`src/rtl/pbus_bridge_pkg.sv`:
```
package pbus_bridge_pkg;
  parameter int unsigned REG_AW = 5;
  parameter int unsigned REG_DW = 16;
  parameter int unsigned BUS_AW = 2 * REG_DW;
  parameter int unsigned BUS_DW = 2 * REG_DW;

  localparam logic [REG_AW-1:0] RN_MODE  = 5'h10;
  localparam logic [REG_AW-1:0] RN_WA_HI = 5'h11;
  localparam logic [REG_AW-1:0] RN_WA_LO = 5'h12;
  localparam logic [REG_AW-1:0] RN_WD_HI = 5'h13;
  localparam logic [REG_AW-1:0] RN_WD_LO = 5'h14;
  localparam logic [REG_AW-1:0] RN_RA_HI = 5'h15;
  localparam logic [REG_AW-1:0] RN_RA_LO = 5'h16;
  localparam logic [REG_AW-1:0] RN_RD_HI = 5'h17;
  localparam logic [REG_AW-1:0] RN_RD_LO = 5'h18;
  localparam logic [REG_AW-1:0] RN_PAGE  = 5'h1F;

  localparam logic [REG_DW-1:0] BRIDGE_PAGE = 16'd4;
  localparam int unsigned       INCR_BIT    = REG_DW - 1;
  localparam int unsigned       WORD_BYTES  = BUS_DW / 8;

  typedef struct packed {
    logic              is_write;
    logic [BUS_AW-1:0] addr;
    logic [BUS_DW-1:0] data;
  } launch_t;
endpackage

```
`src/rtl/pbus_launch_fifo.sv`:
```
module pbus_launch_fifo #(
  parameter int unsigned WIDTH = 65,
  parameter int unsigned DEPTH = 4
) (
  input  logic             clk,
  input  logic             rst,
  input  logic             push,
  input  logic [WIDTH-1:0] push_data,
  input  logic             pop,
  output logic [WIDTH-1:0] head,
  output logic             empty,
  output logic             full
);
  localparam int unsigned PW = (DEPTH > 1) ? $clog2(DEPTH) : 1;
  localparam int unsigned CW = $clog2(DEPTH + 1);

  logic [WIDTH-1:0] slot_q [DEPTH];
  logic [PW-1:0]    wr_ptr, rd_ptr;
  logic [CW-1:0]    count_q;
  logic             do_pop;

  function automatic logic [PW-1:0] step(input logic [PW-1:0] p);
    return (p == PW'(DEPTH - 1)) ? '0 : p + PW'(1);
  endfunction

  assign do_pop = pop && !empty;
  assign empty  = (count_q == '0);
  assign full   = (count_q == CW'(DEPTH));
  assign head   = slot_q[rd_ptr];

  // storage without reset so it can map to distributed or block RAM
  always_ff @(posedge clk) begin
    if (push) slot_q[wr_ptr] <= push_data;
  end

  always_ff @(posedge clk) begin
    if (rst) begin
      wr_ptr  <= '0;
      rd_ptr  <= '0;
      count_q <= '0;
    end else begin
      if (push)   wr_ptr <= step(wr_ptr);
      if (do_pop) rd_ptr <= step(rd_ptr);
      count_q <= count_q + CW'(push) - CW'(do_pop);
    end
  end

  AST_NO_OVERFLOW: assert property (@(posedge clk) disable iff (rst)
    push |-> (!full || pop));
  AST_NO_UNDERFLOW: assert property (@(posedge clk) disable iff (rst)
    pop |-> !empty);
endmodule

```
`src/rtl/pbus_bus_master.sv`:
```
module pbus_bus_master
  import pbus_bridge_pkg::*;
(
  input  logic              clk,
  input  logic              rst,
  input  launch_t           head,
  input  logic              empty,
  output logic              pop,
  output logic              bus_valid,
  output logic              bus_write,
  output logic [BUS_AW-1:0] bus_addr,
  output logic [BUS_DW-1:0] bus_wdata,
  input  logic              bus_ready,
  input  logic [BUS_DW-1:0] bus_rdata,
  output logic              rsp_valid,
  output logic [BUS_DW-1:0] rsp_data
);
  // next request loads in the same cycle the current one is accepted
  assign pop       = !empty && (!bus_valid || bus_ready);
  assign rsp_valid = bus_valid && bus_ready && !bus_write;
  assign rsp_data  = bus_rdata;

  always_ff @(posedge clk) begin
    if (rst) begin
      bus_valid <= 1'b0;
      bus_write <= 1'b0;
      bus_addr  <= '0;
      bus_wdata <= '0;
    end else if (pop) begin
      bus_valid <= 1'b1;
      bus_write <= head.is_write;
      bus_addr  <= head.addr;
      bus_wdata <= head.data;
    end else if (bus_ready) begin
      bus_valid <= 1'b0;
    end
  end

  AST_VALID_HOLD: assert property (@(posedge clk) disable iff (rst)
    (bus_valid && !bus_ready) |=> (bus_valid && $stable(bus_addr) &&
                                   $stable(bus_wdata) && $stable(bus_write)));
endmodule

```
`src/rtl/pbus_reg_window.sv`:
```
module pbus_reg_window
  import pbus_bridge_pkg::*;
(
  input  logic              clk,
  input  logic              rst,
  input  logic [REG_AW-1:0] reg_addr,
  input  logic              reg_wr,
  input  logic              reg_rd,
  input  logic [REG_DW-1:0] reg_wdata,
  output logic [REG_DW-1:0] reg_rdata,
  input  logic              rsp_valid,
  input  logic [BUS_DW-1:0] rsp_data,
  output logic              launch_valid,
  output launch_t           launch
);
  localparam int unsigned NREG = 1 << REG_AW;

  logic [REG_DW-1:0] page_q, mode_q;
  logic [REG_DW-1:0] wa_hi, wa_lo, wd_hi, wd_lo;
  logic [REG_DW-1:0] ra_hi, ra_lo, rd_hi, rd_lo;
  logic [REG_DW-1:0] plain_q [NREG];
  logic [REG_DW-1:0] rd_mux;
  logic [BUS_AW-1:0] wa_word;
  logic              in_window;
  logic              commit_wr;

  assign wa_word   = {wa_hi, wa_lo};
  assign in_window = (page_q == BRIDGE_PAGE) && (reg_addr >= RN_MODE) &&
                     (reg_addr <= RN_RD_LO);
  assign commit_wr = reg_wr && in_window && (reg_addr == RN_WD_LO);

  always_comb begin
    launch_valid    = reg_wr && in_window &&
                      ((reg_addr == RN_WD_LO) || (reg_addr == RN_RA_LO));
    launch.is_write = (reg_addr == RN_WD_LO);
    launch.addr     = launch.is_write ? wa_word : {ra_hi, reg_wdata};
    launch.data     = {wd_hi, reg_wdata};
  end

  // plain storage shared by all non-bridge register numbers
  for (genvar g = 0; g < NREG; g++) begin : g_plain
    always_ff @(posedge clk) begin
      if (rst)
        plain_q[g] <= '0;
      else if (reg_wr && !in_window && (reg_addr == REG_AW'(g)) && (reg_addr != RN_PAGE))
        plain_q[g] <= reg_wdata;
    end
  end

  always_ff @(posedge clk) begin
    if (rst) begin
      page_q <= '0; mode_q <= '0;
      wa_hi  <= '0; wa_lo  <= '0;
      wd_hi  <= '0; wd_lo  <= '0;
      ra_hi  <= '0; ra_lo  <= '0;
      rd_hi  <= '0; rd_lo  <= '0;
    end else begin
      if (reg_wr && reg_addr == RN_PAGE) begin
        page_q <= reg_wdata;
      end else if (reg_wr && in_window) begin
        unique case (reg_addr)
          RN_MODE:  mode_q <= reg_wdata;
          RN_WA_HI: wa_hi  <= reg_wdata;
          RN_WA_LO: wa_lo  <= reg_wdata;
          RN_WD_HI: wd_hi  <= reg_wdata;
          RN_WD_LO: begin
            wd_lo <= reg_wdata;
            if (mode_q[INCR_BIT]) {wa_hi, wa_lo} <= wa_word + BUS_AW'(WORD_BYTES);
          end
          RN_RA_HI: ra_hi  <= reg_wdata;
          RN_RA_LO: ra_lo  <= reg_wdata;
          default: ; // read-data halves ignore writes
        endcase
      end
      if (rsp_valid) {rd_hi, rd_lo} <= rsp_data;
    end
  end

  always_comb begin
    rd_mux = plain_q[reg_addr];
    if (reg_addr == RN_PAGE) begin
      rd_mux = page_q;
    end else if (in_window) begin
      unique case (reg_addr)
        RN_MODE:  rd_mux = mode_q;
        RN_WA_HI: rd_mux = wa_hi;
        RN_WA_LO: rd_mux = wa_lo;
        RN_WD_HI: rd_mux = wd_hi;
        RN_WD_LO: rd_mux = wd_lo;
        RN_RA_HI: rd_mux = ra_hi;
        RN_RA_LO: rd_mux = ra_lo;
        RN_RD_HI: rd_mux = rd_hi;
        default:  rd_mux = rd_lo;
      endcase
    end
  end

  always_ff @(posedge clk) begin
    if (rst)         reg_rdata <= '0;
    else if (reg_rd) reg_rdata <= rd_mux;
  end

  AST_FIXED_ADDR: assert property (@(posedge clk) disable iff (rst)
    (commit_wr && !mode_q[INCR_BIT]) |=> (wa_word == $past(wa_word)));
  AST_INCR_ADDR: assert property (@(posedge clk) disable iff (rst)
    (commit_wr && mode_q[INCR_BIT]) |=>
      (wa_word == $past(wa_word) + BUS_AW'(WORD_BYTES)));
endmodule

```
`src/rtl/pbus_bridge.sv`:
```
module pbus_bridge
  import pbus_bridge_pkg::*;
#(
  parameter int unsigned QUEUE_DEPTH = 4
) (
  input  logic        clk,
  input  logic        rst,
  input  logic [4:0]  reg_addr,
  input  logic        reg_wr,
  input  logic        reg_rd,
  input  logic [15:0] reg_wdata,
  output logic [15:0] reg_rdata,
  output logic        busy,
  output logic        bus_valid,
  output logic        bus_write,
  output logic [31:0] bus_addr,
  output logic [31:0] bus_wdata,
  input  logic        bus_ready,
  input  logic [31:0] bus_rdata
);
  localparam int unsigned ENTRY_W = $bits(launch_t);

  launch_t           launch, head;
  logic              launch_valid;
  logic              q_empty, q_full, q_pop;
  logic              rsp_valid;
  logic [BUS_DW-1:0] rsp_data;
  logic              unused_full;

  assign unused_full = q_full;
  assign busy        = !q_empty || bus_valid;

  pbus_reg_window u_window (
    .clk, .rst, .reg_addr, .reg_wr, .reg_rd, .reg_wdata, .reg_rdata,
    .rsp_valid, .rsp_data, .launch_valid, .launch
  );

  pbus_launch_fifo #(.WIDTH(ENTRY_W), .DEPTH(QUEUE_DEPTH)) u_queue (
    .clk, .rst,
    .push      (launch_valid),
    .push_data (launch),
    .pop       (q_pop),
    .head      (head),
    .empty     (q_empty),
    .full      (q_full)
  );

  pbus_bus_master u_master (
    .clk, .rst, .head,
    .empty (q_empty),
    .pop   (q_pop),
    .bus_valid, .bus_write, .bus_addr, .bus_wdata, .bus_ready, .bus_rdata,
    .rsp_valid, .rsp_data
  );

  AST_LAUNCH_BUSY: assert property (@(posedge clk) disable iff (rst)
    launch_valid |=> busy);
endmodule

```
`config.mk`:
```
export PLATFORM = sky130hd
export DESIGN_NAME = pbus_bridge
export DESIGN_NICKNAME = d
export VERILOG_FILES = /design/src/rtl/pbus_bridge_pkg.sv /design/src/rtl/pbus_launch_fifo.sv /design/src/rtl/pbus_bus_master.sv /design/src/rtl/pbus_reg_window.sv /design/src/rtl/pbus_bridge.sv
export SDC_FILE = /design/constraint.sdc
export NUM_CORES = 2
export LEC_CHECK = 0
export CAP_MARGIN = 25
export CORE_UTILIZATION = 64
export CTS_CLUSTER_SIZE = 20
export DETAILED_ROUTE_END_ITERATION = 10
export DONT_BUFFER_PORTS = 1
export PLACE_DENSITY = 0.91
export SYNTH_ARGS = -nofsm -noshare
export SYNTH_HDL_FRONTEND = slang
export SYNTH_HIERARCHICAL = 1
export SYNTH_SLANG_ARGS = --single-unit
```
`constraint.sdc`:
```
create_clock -name clk -period 5.9 [get_ports clk]
set_input_delay 1.18 -clock clk [delete_from_list [all_inputs] [get_ports clk]]
set_output_delay 1.18 -clock clk [all_outputs]
set_load 0.01 [all_outputs]
```
* Word-level counts from Yosys, hierarchy flattened *
Memory sizes are Yosys's and may differ from the RTL's. A register that Yosys moved wholly into a read port is not among the register bits.
Index checks and enable logic that the tools add are counted.

word-level totals
  register bits = 184
  memory bits (writable) = 772
  input bits = 58
  output and inout bits = 83
  logic and storage cells = 330
  memories kept = 2

memory list
  name              depth  width  rd ports  clocked after Yosys merged registers in  write ports  line                    text
  u_window.plain_q  32     16     1         0                                        32           pbus_reg_window.sv:21   logic [REG_DW-1:0] plain_q [NREG];
  u_queue.slot_q    4      65     1         1                                        1            pbus_launch_fifo.sv:17  logic [WIDTH-1:0] slot_q [DEPTH];

cells by class
  add/subtract/negate cells = 5
  magnitude comparators = 2
  equal/unequal tests = 36
  multiplexer cells = 144
  bitwise gates (word level) = 33
  reduce and logical (&&, ||, !) cells = 93

operator list
  operator               number
  $mux 16                36
  $pmux 16 s8            1
  $mux 1                 102
  $eq 5x5->1 const B     16
  $logic_and 1x1->1      74
  $pmux 16 s2            2
  $eq 5x4->1 const B     8
  $add 32x3->32 const B  1
  $mux 32                1
  $or 1x1->1             32
  $eq 5x3->1 const B     4
  $eq 16x3->1 const B    1
  $reduce_and 3->1       5
  $eq 5x2->1 const B     2
  $reduce_and 4->1       2
  $reduce_bool 2->1      3
  $eq 5x1->1 const B     1
  $ge 5x5->1 const B     1
  $le 5x5->1 const B     1
  $logic_not 5->1        1
  $ne 5x5->1 const B     1
  $add 2x1->2 const B    2
  $eq 2x2->1 const B     2
  $logic_not 1->1        4
  other kinds (7)        10

* Depth between registers and ports, before layout *
  depth after elaboration = 11
  mapped depth = 12
  gate-level depth less buffers = 10

* By module *
Netlist, hierarchy kept.

by module, submodules not included
  module            times used  cells an instance  area an instance (um2)  seq. area each (um2)
  pbus_reg_window   1           2806               32675.1                 18898.1
  pbus_launch_fifo  1           384                9895.7                  7987.7
  pbus_bus_master   1           320                3189.3                  1321.3
  pbus_bridge       1           1                  6.3                     0.0

* Least setup slack after synthesis *
Ideal clock, no wire load.

  path type = input to register
  start = input reg_addr[1]
  end = memory u_queue.slot_q[0][0], enable pin
  library setup time = 0.430 ns
  data arrival time = 4.275 ns
  data required time = 5.470 ns
  slack = 1.195 ns
  stages = 7
  buffers on the path = 1
  cell sequence = o31ai_1 -> nand4_1 -> nor2_1 -> buf_2 -> nand2_1 -> nor4_1 -> and2_1

between the ends
  word-level cells in the longest chain between the ends = 7
  elaborated cells on any way between the ends = 11
  classes of those cells = order compare: 2; eq/ne: 2; mux: 2; reduce/logical: 5

ends and longest elaborated chain
  what                              line                    text
  start: declaration                pbus_bridge.sv:8        input logic [4:0] reg_addr,
  $ge 5x5->1                        pbus_reg_window.sv:28   assign in_window = (page_q == BRIDGE_PAGE) && (reg_addr >= RN_MODE) &&
  $logic_and 1x1->1 (2 in a row)    pbus_reg_window.sv:28
  $logic_and 1x1->1                 --
  $logic_and 1x1->1 (*)             pbus_reg_window.sv:33   launch_valid = reg_wr && in_window &&
  via launch_valid                  pbus_bridge.sv:24       logic launch_valid;
  $mux 1 (*)                        pbus_launch_fifo.sv:33  if (push) slot_q[wr_ptr] <= push_data;
  $mux 1 (implied by the code) (*)  pbus_launch_fifo.sv:33
  end: declaration                  pbus_launch_fifo.sv:17

The timed path passes the listed nets; every way through them passes the cells marked *.

* Final worst setup path *
  start = input reg_addr[0]
  end = memory u_queue.slot_q[2][30], enable pin

The elaborated chain is that of the path after synthesis.

==> results.md <==
* Sw frac at 0.216
* Hold_buf cts at 0
* Clk pwr share at 0.420
* # clock sinks at roughly 1000
* Worst Path Max Fanout at ~180
* Switch Pwr at about 3.2 mW
* Grt met1 use at 0.430
* Hpwl dp at roughly 75000 µm
* Slew HR at 0.229
* DR pass1 iterations at 7
* DRT Wirelength at roughly 130000 µm
* Register area at roughly 28000 µm²
* Core ar. at ~70000 µm²
* Hold Vio Cnt, Final at 0
* Chip height at about 270 µm
* Routed via count at ~30000
* Cells after Synth at about 3500
* IO buf count at 0
* CTS max path bufs at 3
* Clk root buf: clkbuf_16
* Synthesized area per cell at roughly 13 µm²
* Synth Cell Area at ~46000 µm²
* Placed cell areas at roughly 46000 µm²
* Final setup vio count at 0
* Clk Latency, worst-skew pair at 0.68 ns
* RSZ-0062 raised after global routing: no
* Area Overhead vs Synth at 7.11%
* Total track usage at 0.347
* Power per Cell Area at around 300 nW/µm²
* Max stage delay on crit path at ~0.64 ns
* Setup TNS at 0 ns
* Post-CTS setup buffers at 0
* Die ar. at slightly above 70000 µm²
* First-pass GRT wire length at 188000 µm
* Finished layout cell area at slightly below 50000 µm²
* Share of post-route cells with drive strength above 1 at 0.130
* Gr busiest metal: met2
* Internal power at between 10 and 15 mW
* Site Rows at 97
* Max-cap viol count at 0
* Crit path cell chain: o31ai_1, nand4_1, nor2_1, nand2_1, nor4_1, buf_4, and2_2, buf_4
* Multi-input logic area at approximately 16000 µm²
* Skew final at between 0.03 and 0.04 ns
* CP most frequent cell: buf_4
* Initial antenna violation count at 5
* DR vias/cell at ~6.9
* Crit start category: primary input
* Arr. time, crit path at 4.23 ns
* Grt met2 use at 0.552
* DRC viols at 0
* Clk slew on worst S/H paths at about 0.07 ns
* Fin crit share at 0.664
* Worst setup EP type: register
* GPL Wtd Cong at approximately 0.97
* FMAX at between 0.2 and 0.3 GHz
* Nets at approximately 3400
* Gate power share at 0.044
* CTS tree: built
* Leakage at between 15 and 20 nW
* Most common cell after layout, fill and taps aside: edfxtp_1
* Cts repair resizes at 0
* Yosys warns at 6
* Die Wd at 269 µm
* Initial Utilization at 0.650
* Antenna Nets Post-Route at 0
* Worst EP required at between 6 and 7 ns
* Count of pins over their slew limit at 0
* Global Route met3 Usage at 0.0864
* Worst slew pin tran at approximately 1.1 ns
* Total gr overflow at 0
* Largest net degree at the start of global routing at between 300 and 400
* Boundary Pins at about 140
* Status: complete, no violations
* DR WL/cell at between 20 and 30 µm
* Worst min path class: reg -> reg
* Vias in the first global route at roughly 30000
* Maximum VDD drop at 0.241 mV
* Seq pwr share at 0.536
* Critical-path top delay cell: and2_2
* Most frequent cells in the layout: edfxtp_1, and2_1, nand2_1
* Total CTS buffers at 99
* Fillers at ~4400
* First DRT Iteration DRCs at about 5300
* H-tree Lvls at 3
* Worst Path Class, Setup: in -> reg
* Post-layout min period at slightly below 4 ns
[through the flow]
stage	worst slack, ns	utilization	hold WS, ns	std cells	power, mW
floorplan	1.20	-	0.427	3525	8.69
global placement	1.59	0.650	0.435	4172	8.75
detailed placement	1.55	0.650	0.442	4173	8.79
CTS	2.21	0.695	0.451	4355	15.0
global route	1.76	0.696	0.467	4361	15.3
finish	1.98	0.696	0.452	4365	15.0
[worst max-delay path, delay by kind of cell]
family	cells	cell delay, ns
AND/OR/NAND/NOR	5	1.59
buffers and inverters	2	0.77
AO/OA/AOI/OAI	1	0.49
[flip-flops by register name, indices dropped and copies added, names as in the netlist, named ones only]
| name | count |
|---|---|
| u_master/bus_addr | 32 |
| u_master/bus_valid | 1 |
| u_master/bus_wdata | 32 |
| u_master/bus_write | 1 |
| u_queue/count_q | 3 |
| u_queue/rd_ptr | 2 |
| u_queue/slot_q | 260 |
| u_queue/wr_ptr | 2 |
| u_window/mode_q | 16 |
| u_window/page_q | 16 |
| u_window/plain_q | 512 |
| u_window/ra_hi | 16 |
| u_window/ra_lo | 16 |
| u_window/rd_hi | 16 |
| u_window/rd_lo | 16 |
| u_window/reg_rdata | 16 |
| u_window/wa_hi | 16 |
| u_window/wa_lo | 16 |
| u_window/wd_hi | 16 |
| u_window/wd_lo | 16 |
[final timing paths]
path / startpoint / end / slack, ns / depth (start not counted)
hold / removal: u_window/wd_lo[15]$_SDFFE_PP0P_ / u_window/wd_lo[15]$_SDFFE_PP0P_ / 0.45 / 2
setup / recovery: reg_addr[0] / u_queue/slot_q[2][30]$_DFFE_PP_ / 1.98 / 8
setup reg to reg: u_window/page_q[4]$_SDFFE_PP0P_ / u_queue/slot_q[2][30]$_DFFE_PP_ / 2.33 / 8
hold reg to reg: u_window/wd_lo[15]$_SDFFE_PP0P_ / u_window/wd_lo[15]$_SDFFE_PP0P_ / 0.45 / 2
[area by class of cell]
cell class                      instances  share of cell area
Antenna cell                            4            0.000204
Clock buffer                          131              0.0538
Clock inverter                         51              0.0111
Inverter                               18             0.00138
Multi-Input combinational cell       2137               0.324
Sequential cell                      1023               0.576
Tap cell                              940              0.0240
Timing Repair Buffer                   61             0.00975
[power groups by stage]
stage | registers (mW) | clock network [mW] | logic, mW
detailed placement | 8.17 | 0 | 0.617
global route | 8.03 | 6.59 | 0.666
CTS | 8.02 | 6.32 | 0.624
floorplan | 8.12 | 0 | 0.567
global placement | 8.15 | 0 | 0.601
finish | 8.02 | 6.29 | 0.658
[routing by layer]
metal,wire [µm],part of all wire,up-vias
met5,58,0.00046,-
met4,8860,0.070,4
met3,15700,0.12,582
met2,59800,0.47,2433
met1,42700,0.34,14700
li1,-,-,12400
Power figures use the tool's default switching activity.
